[src/rtl/mac_ctl_pkg.sv]
package mac_ctl_pkg;
   localparam int EN_BIT  = 1;
   localparam int RST_BIT = 0;
   localparam int LIVE_BITS = 2;

   typedef enum logic {
      TXS_RUN  = 1'b0,
      TXS_STOP = 1'b1
   } txs_t;
endpackage

[src/rtl/mac_ctl_rst_seq.sv]
module mac_ctl_rst_seq #(
   parameter int SEQ_LEN = 8
) (
   input  logic clk,
   input  logic rst_n,
   input  logic start,
   output logic busy
);
   localparam int CW = (SEQ_LEN > 1) ? $clog2(SEQ_LEN) : 1;
   localparam logic [CW-1:0] LAST = CW'(SEQ_LEN - 1);

   generate
      if (SEQ_LEN < 1) begin : g_bad_len
         $error("mac_ctl_rst_seq: SEQ_LEN must be at least 1");
      end
      if (SEQ_LEN == 1) begin : g_single
         always_ff @(posedge clk or negedge rst_n) begin
            if (!rst_n)     busy <= 1'b0;
            else if (busy)  busy <= 1'b0;
            else            busy <= start;
         end
      end else begin : g_count
         logic [CW-1:0] cnt;
         always_ff @(posedge clk or negedge rst_n) begin
            if (!rst_n) begin
               busy <= 1'b0;
               cnt  <= '0;
            end else if (busy) begin
               if (cnt == LAST) begin
                  busy <= 1'b0;
                  cnt  <= '0;
               end else begin
                  cnt <= cnt + 1'b1;
               end
            end else if (start) begin
               busy <= 1'b1;
               cnt  <= '0;
            end
         end
      end
   endgenerate
endmodule

[src/rtl/mac_ctl_tx_stop.sv]
module mac_ctl_tx_stop
   import mac_ctl_pkg::*;
(
   input  logic clk,
   input  logic rst_n,
   input  logic kill,
   input  logic en_q,
   input  logic en_d,
   input  logic done,
   output logic stop_req
);
   txs_t st;

   always_ff @(posedge clk or negedge rst_n) begin
      if (!rst_n) begin
         st <= TXS_RUN;
      end else if (kill) begin
         st <= TXS_RUN;
      end else begin
         case (st)
            TXS_RUN:  if (en_q && !en_d) st <= TXS_STOP;
            TXS_STOP: if (done)          st <= TXS_RUN;
            default:                     st <= TXS_RUN;
         endcase
      end
   end

   assign stop_req = (st == TXS_STOP);
endmodule

[src/rtl/mac_ctl_top.sv]
module mac_ctl_top
   import mac_ctl_pkg::*;
#(
   parameter int REG_W   = 32,
   parameter int SEQ_LEN = 8
) (
   input  logic             clk,
   input  logic             rst_n,
   input  logic             wr_en,
   input  logic [REG_W-1:0] wr_data,
   output logic [REG_W-1:0] rd_data,
   input  logic             tx_fatal,
   input  logic             rx_fatal,
   input  logic             tx_stop_done,
   output logic             rx_enable,
   output logic             tx_enable,
   output logic             tx_stop_req,
   output logic             reset_busy
);
   localparam int PAD_W = REG_W - LIVE_BITS;
   localparam int LEN_W = $clog2(SEQ_LEN + 2) + 1;

   generate
      if (REG_W <= LIVE_BITS) begin : g_bad_w
         $error("mac_ctl_top: REG_W must exceed the live bit count");
      end
   endgenerate

   logic en_q, en_d, start, kill;

   assign start = wr_en && wr_data[RST_BIT] && !reset_busy;
   assign kill  = start || reset_busy;

   always_comb begin
      en_d = en_q;
      if (kill)                          en_d = 1'b0;
      else if (tx_fatal || rx_fatal)     en_d = 1'b0;
      else if (wr_en && !tx_stop_req)    en_d = wr_data[EN_BIT];
   end

   always_ff @(posedge clk or negedge rst_n) begin
      if (!rst_n) en_q <= 1'b0;
      else        en_q <= en_d;
   end

   mac_ctl_rst_seq #(.SEQ_LEN(SEQ_LEN)) u_seq (
      .clk   (clk),
      .rst_n (rst_n),
      .start (start),
      .busy  (reset_busy)
   );

   mac_ctl_tx_stop u_stop (
      .clk      (clk),
      .rst_n    (rst_n),
      .kill     (kill),
      .en_q     (en_q),
      .en_d     (en_d),
      .done     (tx_stop_done),
      .stop_req (tx_stop_req)
   );

   assign rd_data   = {{PAD_W{1'b0}}, en_q, reset_busy};
   assign rx_enable = en_q;
   assign tx_enable = en_q || tx_stop_req;

   // ---------------- assertions ----------------
   logic [LEN_W-1:0] busy_run;
   always_ff @(posedge clk or negedge rst_n) begin
      if (!rst_n)          busy_run <= '0;
      else if (reset_busy) busy_run <= busy_run + 1'b1;
      else                 busy_run <= '0;
   end

   p_busy_len_r3: assert property (@(posedge clk) disable iff (!rst_n)
      $fell(reset_busy) |-> (busy_run == LEN_W'(SEQ_LEN)));

   p_busy_max_r3: assert property (@(posedge clk) disable iff (!rst_n)
      reset_busy |-> (busy_run < LEN_W'(SEQ_LEN)));

   p_reset_clears_r4: assert property (@(posedge clk) disable iff (!rst_n)
      reset_busy |-> (!en_q && !tx_stop_req));

   p_busy_ignores_wr_r5: assert property (@(posedge clk) disable iff (!rst_n)
      reset_busy |=> !en_q);

   p_fatal_clears_r6: assert property (@(posedge clk) disable iff (!rst_n)
      (tx_fatal || rx_fatal) |=> !en_q);

   p_stop_hold_r8: assert property (@(posedge clk) disable iff (!rst_n)
      (tx_stop_req && !tx_stop_done && !kill) |=> tx_stop_req);

   p_stop_blocks_en_r9: assert property (@(posedge clk) disable iff (!rst_n)
      tx_stop_req |=> !en_q);
endmodule

[config.mk]
export PLATFORM = sky130hd
export DESIGN_NAME = mac_ctl_top
export DESIGN_NICKNAME = d
export VERILOG_FILES = /design/src/rtl/mac_ctl_pkg.sv /design/src/rtl/mac_ctl_rst_seq.sv /design/src/rtl/mac_ctl_tx_stop.sv /design/src/rtl/mac_ctl_top.sv
export SDC_FILE = /design/constraint.sdc
export NUM_CORES = 1
export LEC_CHECK = 0
export ABC_AREA = 1
export ABC_CLOCK_PERIOD_IN_PS = 900
export BUFFER_PORTS_ARGS = -buffer_cell sky130_fd_sc_hd__buf_2
export CORE_UTILIZATION = 27
export DETAILED_ROUTE_END_ITERATION = 8
export HOLD_SLACK_MARGIN = 0.03
export PLACE_DENSITY_LB_ADDON = 0.15
export SETUP_SLACK_MARGIN = 0.5
export SLEW_MARGIN = 40
export SYNTH_ARGS = -nofsm -noshare
export SYNTH_HDL_FRONTEND = slang
export SYNTH_HIERARCHICAL = 1
export SYNTH_SLANG_ARGS = --single-unit
[constraint.sdc]
create_clock -name clk -period 0.9 [get_ports clk]
set_input_delay 0.18 -clock clk [delete_from_list [all_inputs] [get_ports clk]]
set_output_delay 0.18 -clock clk [all_outputs]
set_load 0.005 [all_outputs]
Yosys cells after proc, flatten, opt, wreduce, memory -nomap -nowiden

Cells that the tools add are included.

$add $sub $neg: 1
Equality and inequality tests: 1
Mux-type cells: 13
Bitwise logic cells: 1
Reductions and logical operators: 11

Operator list:

| operator                                     | number |
|---|---|
| 2-to-1 mux 1 bit                             | 9 |
| 2-to-1 mux 3 bit                             | 3 |
| logical AND 1 bit                            | 4 |
| adder 3 x 1 -> 3 bit (second input constant) | 1 |
| == test 3 bit (second input constant)        | 1 |
| zero test 1 bit                              | 3 |
| logical OR 1 bit                             | 3 |
| one-hot mux 1 bit (2 select lines)           | 1 |
| nonzero test 2 bit                           | 1 |
| inverter 1 bit                               | 1 |

Register bits after elaboration: 6
Input port bits: 38
Output and inout bits: 36
Word-level logic and storage cells: 31

Longest topological paths before layout

Gate-level depths: netlist of run 1.

Depth in word-level cells: 10
Depth in mapped cells: 7
Mapped depth without buffers: 7

By module

The synthesis of run 1 kept the hierarchy.

By module, submodules not included:

| module          | times used | cells an instance | area each (um2) | seq. area each (um2) |
|---|---|---|---|---|
| mac_ctl_top     | 1          | 46                | 326.6           | 25.0 |
| mac_ctl_rst_seq | 1          | 18                | 173.9           | 100.1 |
| mac_ctl_tx_stop | 1          | 8                 | 56.3            | 25.0 |

Worst setup path before layout of run 1

No wires, ideal clock.

Path kind: reg-to-reg
From: reg u_seq.g_count.cnt[0]
To: reg u_seq.g_count.cnt[2]
Setup time: 0.116 ns
Arrival time: 0.923 ns
Required time: 0.784 ns
Slack: -0.140 ns
Stages on the path, launching flop included: 5
Path buffers: 0
Period minus slack after synthesis: 1.040 ns
Cells stage by stage: dfrtp_1 > ha_1 > ha_1 > nand2_1 > nand2_1

Word-level cells in the longest chain between the ends: 3
Elaborated cells between the ends (all ways): 4
Those cells by class: 1 x add/sub; 1 x eq/ne; 2 x mux

RTL lines:

| what                                                         | RTL line                                     | source |
|---|---|---|
| from (decl)                                                  | mac_ctl_rst_seq.sv:23                        | `logic [CW-1:0] cnt;` |
| from (signal assigned)                                       | mac_ctl_rst_seq.sv:33                        | `cnt <= cnt + 1'b1;` |
| adder 3 x 1 -> 3 bit / == test 3 bit (equally long branches) | mac_ctl_rst_seq.sv:33, mac_ctl_rst_seq.sv:29 |  |
| 2-to-1 mux 3 bit (*)                                         | mac_ctl_rst_seq.sv:29                        | `if (cnt == LAST) begin` |
| 2-to-1 mux 3 bit (*)                                         | mac_ctl_rst_seq.sv:28                        | `end else if (busy) begin` |

Mark *: on every way between the ends. The rest lies on a longest branch, timed or not.
A chain may end at the register's enable or synchronous reset.

Worst setup path after layout of run 1

From: reg en_q, in the netlist rx_enable
To: out tx_enable

Word-level cells in the longest chain between the ends: 1

RTL lines:

| what                   | RTL line          | source |
|---|---|---|
| from (decl)            | mac_ctl_top.sv:29 | `logic en_q, en_d, start, kill;` |
| from (signal assigned) | mac_ctl_top.sv:43 | `else en_q <= en_d;` |
| logical OR 1 bit       | mac_ctl_top.sv:65 | `assign tx_enable = en_q \|\| tx_stop_req;` |
| to (decl)              | mac_ctl_top.sv:16 | `output logic tx_enable,` |

Every way passes these cells.

==> results.py, run 1 <==
metrics = {
    "sta": {
        "fin_crit_ns": 1.17,
        "final.period_utilization_pct": 130,
        "hold_viol_final": 6,
        "fin_setup_tns_ns": -1.68,
        "fmax_ghz": 0.857,
        "finalWorstSetupSlack_ns": -0.267,
        "slew_violations": 0,
        "rsz0062_at_grt": "yes",
        "fin_skew_ns": 0.00420,
        "fin_hold_ws_ns": -0.252,
        "setup_violations": 12,
    },
    "place": {
        "place_hpwl_um": 674,
        "place_worst_setup_slack_ns": -0.120,
        "portBuffers": 13,
        "gp_congestion": 0.726,
    },
    "final_layout": {
        "drive_gt1_share_pct": 47.4,
        "nets": 138,
        "fillers": 224,
        "synthToLayoutAreaGrowth_pct": 35.7,
        "n_antenna_cell": 0,
    },
    "yosys": {
        "syn_area_um2": 557,
        "synthDistinctLibCells": 13,
        "syn_inst": 72,
        "ys_ff_latch": 6,
        "synth_top_area_share_pct": 43.1,
        "yosys_warnings": 6,
        "synth_area_leader_cell": "buf_4",
        "ys_top_cells_by_area": "buf_4 43%, dfrtp_1 27%, nand2_1 10%",
        "seq_area_frac_synth_pct": 27.0,
        "syn-mean-instance-area_um2": 7.73,
    },
    "clock_tree": {
        "cts_tree": "built",
        "cts_buffers": 3,
        "clkLatencyLatePin_ns": 0.24,
        "clk_pin_slew_ns": 0.05,
        "cts_sinks": 6,
        "cts_max_path_buffers": 2,
        "h-tree-depth": 1,
        "cts-root-buf": "clkbuf_4",
    },
    "power": {
        "vdd_drop_max_mv": 1.17,
        "p_leak_uw": 0.000410,
        "power_density_mw_per_mm2": 2210,
    },
    "detailed_routing": {
        "drc_errors": 0,
        "drt-total-wl_um": 895,
        "num_vias": 426,
        "drtIter0Drc": 1,
        "drt.antenna.violating_nets": 0,
        "via_per_inst": 3.44,
        "dr.pass1.iters": 2,
        "wire_per_inst_um": 7.22,
    },
    "critical_path": {
        "slowest_stage": "dfrtp_1",
        "start_kind": "flop",
        "rr_worst_depth": 7,
        "cp_top_family": "flip-flops",
        "crit_cells": 2,
        "crit_buf_inv": 1,
        "cp-end-kind": "primary output",
        "arrival_ns": 0.99,
        "worstPathMaxFanout": 3,
        "slowest_delay_ns": 0.40,
        "critPathKind": "reg2out",
        "path_cells": "or2_4 -> buf_6",
        "crit_required_ns": 0.72,
    },
    "floorplanning": {
        "rows": 16,
        "dieArea_mm2": 0.00225,
        "die_y_um": 47.4,
        "top_level_ports": 74,
        "fp.dieW_um": 47.4,
        "start_util_pct": 28.7,
        "core_mm2": 0.00194,
    },
    "grt": {
        "grt_pass1_vias": 321,
        "antenna_found_initial": 0,
        "grt_pass1_wl_um": 1210,
        "use_met1_pct": 8.08,
        "gr-usage-met2_pct": 13.7,
        "global_route.usage.met3_pct": 4.53,
        "grt_usage_pct": 8.29,
        "busiest_layer": "met2",
        "grt_max_degree": 7,
        "overflow": 0,
    },
    "status": {
        "violations": "hold timing, setup timing",
        "status": "finished with violations",
    },
    "hold_path": {
        "min_path_type": "in2async",
    },
    "flow_run": {
        "maxCapViolCount": 0,
    },
}
## flip-flops by register name, summed over array words and instances, names as in the netlist
| name | cells |
|---|---|
| rx_enable | 1 |
| u_seq/busy | 1 |
| u_seq/g_count.cnt | 3 |
| u_stop/stop_req | 1 |
## where the power goes
group | total, uW | switching, uW | internal [uW]
clock | 271 | 103 | 168
combinational | 947 | 401 | 545
sequential | 452 | 82.5 | 370
## logic make-up after synthesis
| logic type | synth area share [%] |
|---|---|
| buf+inv | 46.5 |
| flops | 27.0 |
| compound gates | 4.04 |
| other cells | 0.674 |
| fa+ha+maj | 4.49 |
| simple gates | 17.3 |
## metrics by stage
| stage | instances | power, uW | hold WS (ns) | area [um2] | utilization (%) |
|---|---|---|---|---|---|
| 6_report | 124 | 1670 | -0.252 | 756 | 38.9 |
| 5_1_grt | 124 | 1820 | -0.252 | 756 | 38.9 |
| 4_1_cts | 122 | 1660 | -0.258 | 718 | 37.0 |
| 3_5_place_dp | 115 | 1110 | 0.0154 | 606 | 31.2 |
| 3_3_place_gp | 115 | 1100 | 0.0125 | 606 | 31.2 |
| 2_1_floorplan | 101 | 902 | -0.116 | 693 | - |
## routing by layer
metal  vias to the layer above  part of all wire (%)
met1                       193                    39
met4                         0                     0
met3                         0                   9.1
met5                         -                     0
met2                        24                    51
li1                        209                     -
## cell type report
class	instances	area (um2)	area share [%]
multi-input cells	58	313	41.4
repair buffers	24	210	27.8
flip-flops and latches	6	151	20.0
well taps	27	33.8	4.47
clock buffers	4	26.3	3.48
inverters	5	21.3	2.81
## cell usage after synthesis
master and number:
a21oi_2 2, nor2_1 3, or2_2 1, dfrtp_1 6
conb_1 1, nand2_1 15, nor2_2 1, nand3_1 2
inv_1 5, buf_4 32, ha_1 2, a21oi_1 1
nand2_2 1
## repair_timing
action | in CTS | in global routing
hold endpoints to repair | 6 | 6
endpoints found under the setup margin | 12 | 12
resized for setup | 16 | 6
pin swaps | 8 | 5
setup buffers | 3 | 2
## final timing paths
| check | slack [ns] | end | start |
|---|---|---|---|
| hold reg to reg | 0.48 | u_seq/g_count.cnt[1] | u_seq/g_count.cnt[1] |
| max in group asynchronous | 1.00 | u_seq/busy | rst_n |
| hold / removal | -0.25 | u_seq/busy | rst_n |
| setup reg to reg | -0.15 | u_stop/stop_req | u_stop/stop_req |
| setup / recovery | -0.27 | tx_enable | rx_enable |
| min in group clk | 0.19 | u_stop/stop_req | tx_stop_done |
## layout by cell type (no fill, tap or decap), types with 3 or more instances in the layout
master and count:
clkbuf_4 3, inv_1 3, dfrtp_1 5, buf_2 8
buf_4 5, nand2_1 10, nand2_2 6, buf_6 10
conb_1 30, a21oi_2 3
Power figures use the tool's default switching activity.
==> run 2: changes to the inputs <==
Settings changed: CORE_MARGIN set to 3, CORE_UTILIZATION 27 to 25, SLEW_MARGIN 40 to not set.
==> run 2 against run 1 <==
  * Critical endpoint unchanged
  * Final area fell by 4.1%
  * Utilization fell by 3.4 points
  * The run still ends with hold timing, setup timing left
  * Hold slack got worse by 0.0051 ns
  * First-iteration DRC count did not move
  * Sequential share of layout area rose by 0.86 points
  * Highest routed layer is now met4
==> results.py, run 2 (synthesis gave the netlist of run 1 again) <==
metrics = {
    "clock_tree": {
        "cts_max_path_buffers": 2,
        "cts_sinks": 6,
        "h-tree-depth": 1,
        "clkLatencyLatePin_ns": 0.25,
        "clk_pin_slew_ns": 0.05,
        "cts-root-buf": "clkbuf_4",
        "cts_tree": "built",
        "cts_buffers": 3,
    },
    "final_layout": {
        "regArea_um2": 151,
        "final_core_util_pct": 35.5,
        "synthToLayoutAreaGrowth_pct": 30.1,
        "nets": 137,
        "top_register": "u_seq/g_count.cnt",
        "final_common_cell": "conb_1",
        "n_antenna_cell": 0,
        "drive_gt1_share_pct": 46.9,
        "mostFrequentLayoutCells": "30 x conb_1, 11 x nand2_1, 9 x buf_2, 9 x buf_6",
        "multi_input_area_um2": 308,
        "largest_reg_flops": 3,
        "fillers": 221,
    },
    "detailed_routing": {
        "drt.antenna.violating_nets": 0,
        "drt-total-wl_um": 974,
        "num_vias": 413,
        "drtIter0Drc": 1,
        "drc_errors": 0,
        "via_per_inst": 3.36,
        "dr.pass1.iters": 2,
        "wire_per_inst_um": 7.92,
    },
    "grt": {
        "overflow": 0,
        "global_route.usage.met3_pct": 2.54,
        "busiest_layer": "met2",
        "grt_usage_pct": 7.17,
        "antenna_found_initial": 0,
        "gr-usage-met2_pct": 10.3,
        "grt_pass1_vias": 324,
        "grt_max_degree": 7,
        "grt_pass1_wl_um": 1370,
        "use_met1_pct": 8.19,
    },
    "critical_path": {
        "crit_required_ns": 0.72,
        "slowest_delay_ns": 0.41,
        "slowest_stage": "dfrtp_1",
        "cp-end-kind": "primary output",
        "ff2ff_setup_slack_ns": -0.18,
        "critPathKind": "reg2out",
        "worstPathMaxFanout": 5,
        "cp_top_family": "flip-flops",
        "start_kind": "flop",
        "arrival_ns": 1.01,
        "path_cells": "or2_4 -> buf_6",
        "crit_buf_inv": 1,
    },
    "sta": {
        "setup_violations": 12,
        "slew_violations": 0,
        "rsz0062_at_grt": "yes",
        "fin_setup_tns_ns": -1.65,
        "final.period_utilization_pct": 132,
        "fin_hold_ws_ns": -0.258,
        "hold_viol_final": 6,
        "fin_skew_ns": 0.00826,
        "fmax_ghz": 0.842,
        "finalWorstSetupSlack_ns": -0.288,
        "fin_crit_ns": 1.19,
    },
    "hold_path": {
        "min_path_type": "in2async",
    },
    "status": {
        "status": "finished with violations",
        "violations": "hold timing, setup timing",
    },
    "place": {
        "gp_congestion": 0.641,
        "place_worst_setup_slack_ns": -0.130,
        "place_hpwl_um": 726,
        "portBuffers": 13,
    },
    "floorplanning": {
        "start_util_pct": 27.3,
        "top_level_ports": 74,
        "fp.dieW_um": 53.2,
        "core_mm2": 0.00204,
        "die_y_um": 53.2,
        "dieArea_mm2": 0.00283,
        "rows": 16,
    },
    "power": {
        "p_leak_uw": 0.000397,
        "power_density_mw_per_mm2": 2270,
        "vdd_drop_max_mv": 1.32,
    },
    "flow_run": {
        "maxCapViolCount": 0,
    },
}
run 2: stage by stage:
step                      cells  power, uW  cell area [um2]
final                       123       1640              724
after global placement      114       1030              586
after detailed placement    114       1040              586
after floorplan             101        902              693
after global routing        123       1810              724
after CTS                   121       1620              704
run 2: path summary, 6_finish.rpt:
kind,startpoint,end,cells past startpoint
max in group asynchronous,rst_n,u_seq/busy,1
min in group clk,tx_stop_done,u_stop/stop_req,4
min reg2reg,u_seq/g_count.cnt[2],u_seq/g_count.cnt[2],2
max,rx_enable,tx_enable,2
min,rst_n,u_seq/g_count.cnt[1],1
max reg2reg,u_stop/stop_req,rx_enable,7
run 2: layout make-up:
class | count | share of cell area [%]
multi-input combinational | 58 | 42.5
timing repair buffer | 23 | 25.4
sequential | 6 | 20.9
tap | 27 | 4.66
clock buffer | 4 | 3.63
inverter | 5 | 2.94
run 2: timing repair:
action	CTS	global route
endpoints found under the setup margin	12	12
endpoints found under the hold margin	6	6
pin swaps	7	3
resized for setup	18	2
setup buffers	3	2
run 2: layer usage:
layer	share of wire [%]	wire length, um
met1	37	362
met2	48	470
met3	11	112
met4	3.0	29
met5	0	0
run 2: where the power goes:
part	leakage, uW	internal [uW]	switching (uW)
Combinational	0.000307	513	398
Clock	0.0000150	169	113
Sequential	0.0000747	370	80.4
==> run 3: changes to the inputs <==
Settings changed: ABC_CLOCK_PERIOD_IN_PS 900 to 1100, BUFFER_PORTS_ARGS -buffer_cell sky130_fd_sc_hd__buf_2 to not set, DONT_BUFFER_PORTS set to 1, GPL_TIMING_DRIVEN set to 0.
Clock period 0.9 ns to 1.1 ns, I/O delays scaled along.
==> run 3 against run 2 <==
  * The run ends with setup timing left
  * Setup slack better by 0.25 ns
  * Sequential cell count unchanged
  * Power down 27%
  * Sequential share of layout area down 2.3 points
  * Clock skew down 0.0013 ns
  * Highest routed layer is now met3
  * Routed wire length down 7.7%
  * Sequential power down 7.6%
  * Hold slack better by 0.40 ns
==> results.py, run 3 (synthesis gave the netlist of run 1 again) <==
metrics = {
    "floorplanning": {
        "top_level_ports": 74,
        "rows": 16,
        "core_mm2": 0.00204,
        "start_util_pct": 27.3,
        "fp.dieW_um": 53.2,
        "dieArea_mm2": 0.00283,
        "die_y_um": 53.2,
    },
    "final_layout": {
        "final_common_cell": "buf_4",
        "fin_area_um2": 828,
        "synthToLayoutAreaGrowth_pct": 48.8,
        "final_cells": 136,
        "fillers": 220,
        "top_register": "u_seq/g_count.cnt",
        "n_antenna_cell": 0,
        "mostFrequentLayoutCells": "33 x buf_4, 30 x conb_1, 14 x nand2_1, 4 x inv_1",
        "nets": 150,
        "largest_reg_flops": 3,
        "drive_gt1_share_pct": 50.5,
    },
    "detailed_routing": {
        "drt-total-wl_um": 899,
        "dr.pass1.iters": 1,
        "drc_errors": 0,
        "via_per_inst": 3.04,
        "drtIter0Drc": 0,
        "drt.antenna.violating_nets": 0,
        "wire_per_inst_um": 6.61,
        "num_vias": 413,
    },
    "clock_tree": {
        "cts_tree": "built",
        "clkLatencyLatePin_ns": 0.24,
        "cts-root-buf": "clkbuf_4",
        "h-tree-depth": 1,
        "cts_max_path_buffers": 2,
        "cts_sinks": 6,
        "cts_buffers": 3,
        "clk_pin_slew_ns": 0.04,
    },
    "power": {
        "p_leak_uw": 0.000469,
        "vdd_drop_max_mv": 0.796,
        "power_density_mw_per_mm2": 1450,
    },
    "critical_path": {
        "slowest_stage": "dfrtp_2",
        "start_kind": "flop",
        "arrival_ns": 0.92,
        "cp_top_family": "flip-flops",
        "crit_buf_inv": 0,
        "worstPathMaxFanout": 5,
        "path_cells": "or2_4",
        "cp-end-kind": "primary output",
        "slowest_delay_ns": 0.43,
        "critPathKind": "reg2out",
        "crit_required_ns": 0.88,
    },
    "grt": {
        "overflow": 0,
        "grt_max_degree": 7,
        "grt_pass1_wl_um": 1210,
        "grt_usage_pct": 6.28,
        "antenna_found_initial": 0,
        "grt_pass1_vias": 308,
    },
    "place": {
        "gp_congestion": 0.629,
        "portBuffers": 0,
        "dpl_cell_area_um2": 727,
        "place_hpwl_um": 767,
        "dp.cells": 128,
    },
    "status": {
        "status": "finished with violations",
        "violations": "setup timing",
    },
    "sta": {
        "fin_hold_ws_ns": 0.147,
        "hold_viol_final": 0,
        "final.period_utilization_pct": 104,
        "slew_violations": 0,
        "finalWorstSetupSlack_ns": -0.0391,
        "fin_skew_ns": 0.00695,
        "fmax_ghz": 0.878,
        "rsz0062_at_grt": "yes",
        "setup_violations": 1,
        "fin_crit_ns": 1.14,
    },
    "flow_run": {
        "maxCapViolCount": 0,
    },
    "hold_path": {
        "min_path_type": "in2reg",
    },
}
[run 3: changes by cell type in the layout (fill, tap and decap cells not counted), moves of 2 or more]
| cell | delta |
|---|---|
| buf_2 | -9 |
| nand2_1 | +3 |
| dfrtp_2 | +2 |
| buf_4 | +28 |
| buf_6 | -7 |
| nand2_2 | -3 |
| dfrtp_1 | -2 |
[run 3: path summary, 6_finish.rpt]
| kind | from | to | slack [ns] | cells past startpoint |
|---|---|---|---|---|
| worst max-delay path | u_stop/stop_req | tx_enable | -0.04 | 1 |
| worst min-delay path | tx_stop_done | u_stop/stop_req | 0.15 | 3 |
| worst max register to register | u_seq/busy | u_stop/stop_req | 0.06 | 6 |
| worst min register to register | u_seq/g_count.cnt[1] | u_seq/g_count.cnt[1] | 0.54 | 2 |
| max in group asynchronous | rst_n | rx_enable | 0.56 | 1 |
| min in group asynchronous | rst_n | u_seq/g_count.cnt[0] | 0.29 | 1 |
[run 3: through the flow]
step | util, % | setup TNS [ns] | total power (uW) | setup WS (ns)
after floorplan | - | 0 | 738 | 0.143
after global placement | 35.6 | 0 | 786 | 0.0697
after detailed placement | 35.6 | 0 | 792 | 0.0526
after CTS | 39.6 | -0.0626 | 1140 | -0.0626
after global routing | 40.6 | -0.114 | 1340 | -0.0906
final | 40.6 | -0.0391 | 1200 | -0.0391
[run 3: power breakdown]
group | leakage, uW | switching, uW | internal (uW)
logic | 0.000382 | 243 | 324
clock network | 0.0000150 | 79.8 | 137
registers | 0.0000713 | 113 | 303
total | 0.000469 | 436 | 765
[run 3: metal layers]
metal / track usage (%) / vias to the layer above / routed length, um
li1: - / 230 / -
met1: 7.16 / 159 / 329
met2: 9.09 / 24 / 425
met3: 2.54 / 0 / 143
met4: 5.11 / 0 / 0
met5: 0 / - / 0
[run 3: layout make-up]
type,instances,area [um2],area share [%]
Buffer,32,248,29.9
Inverter,5,18.8,2.27
Timing Repair Buffer,4,32.5,3.93
Multi-Input combinational cell,58,315,38.1
Clock buffer,4,26.3,3.17
Tap cell,27,33.8,4.08
Sequential cell,6,154,18.6
[run 3: timing repair]
item,in CTS,in global routing
resized for setup,7,6
setup endpoints to repair,12,12
hold buffers,1,0
setup buffers,3,0
pin swaps,4,2
hold endpoints to repair,6,0
[run 3: worst reg2reg max path, stage by stage, from the launching register on]
cell and delay [ns]:
dfrtp_2 0.48, inv_2 0.09, nand3_2 0.07, a21oi_2 0.13, inv_1 0.05, nand2_1 0.06
a21oi_2 0.05
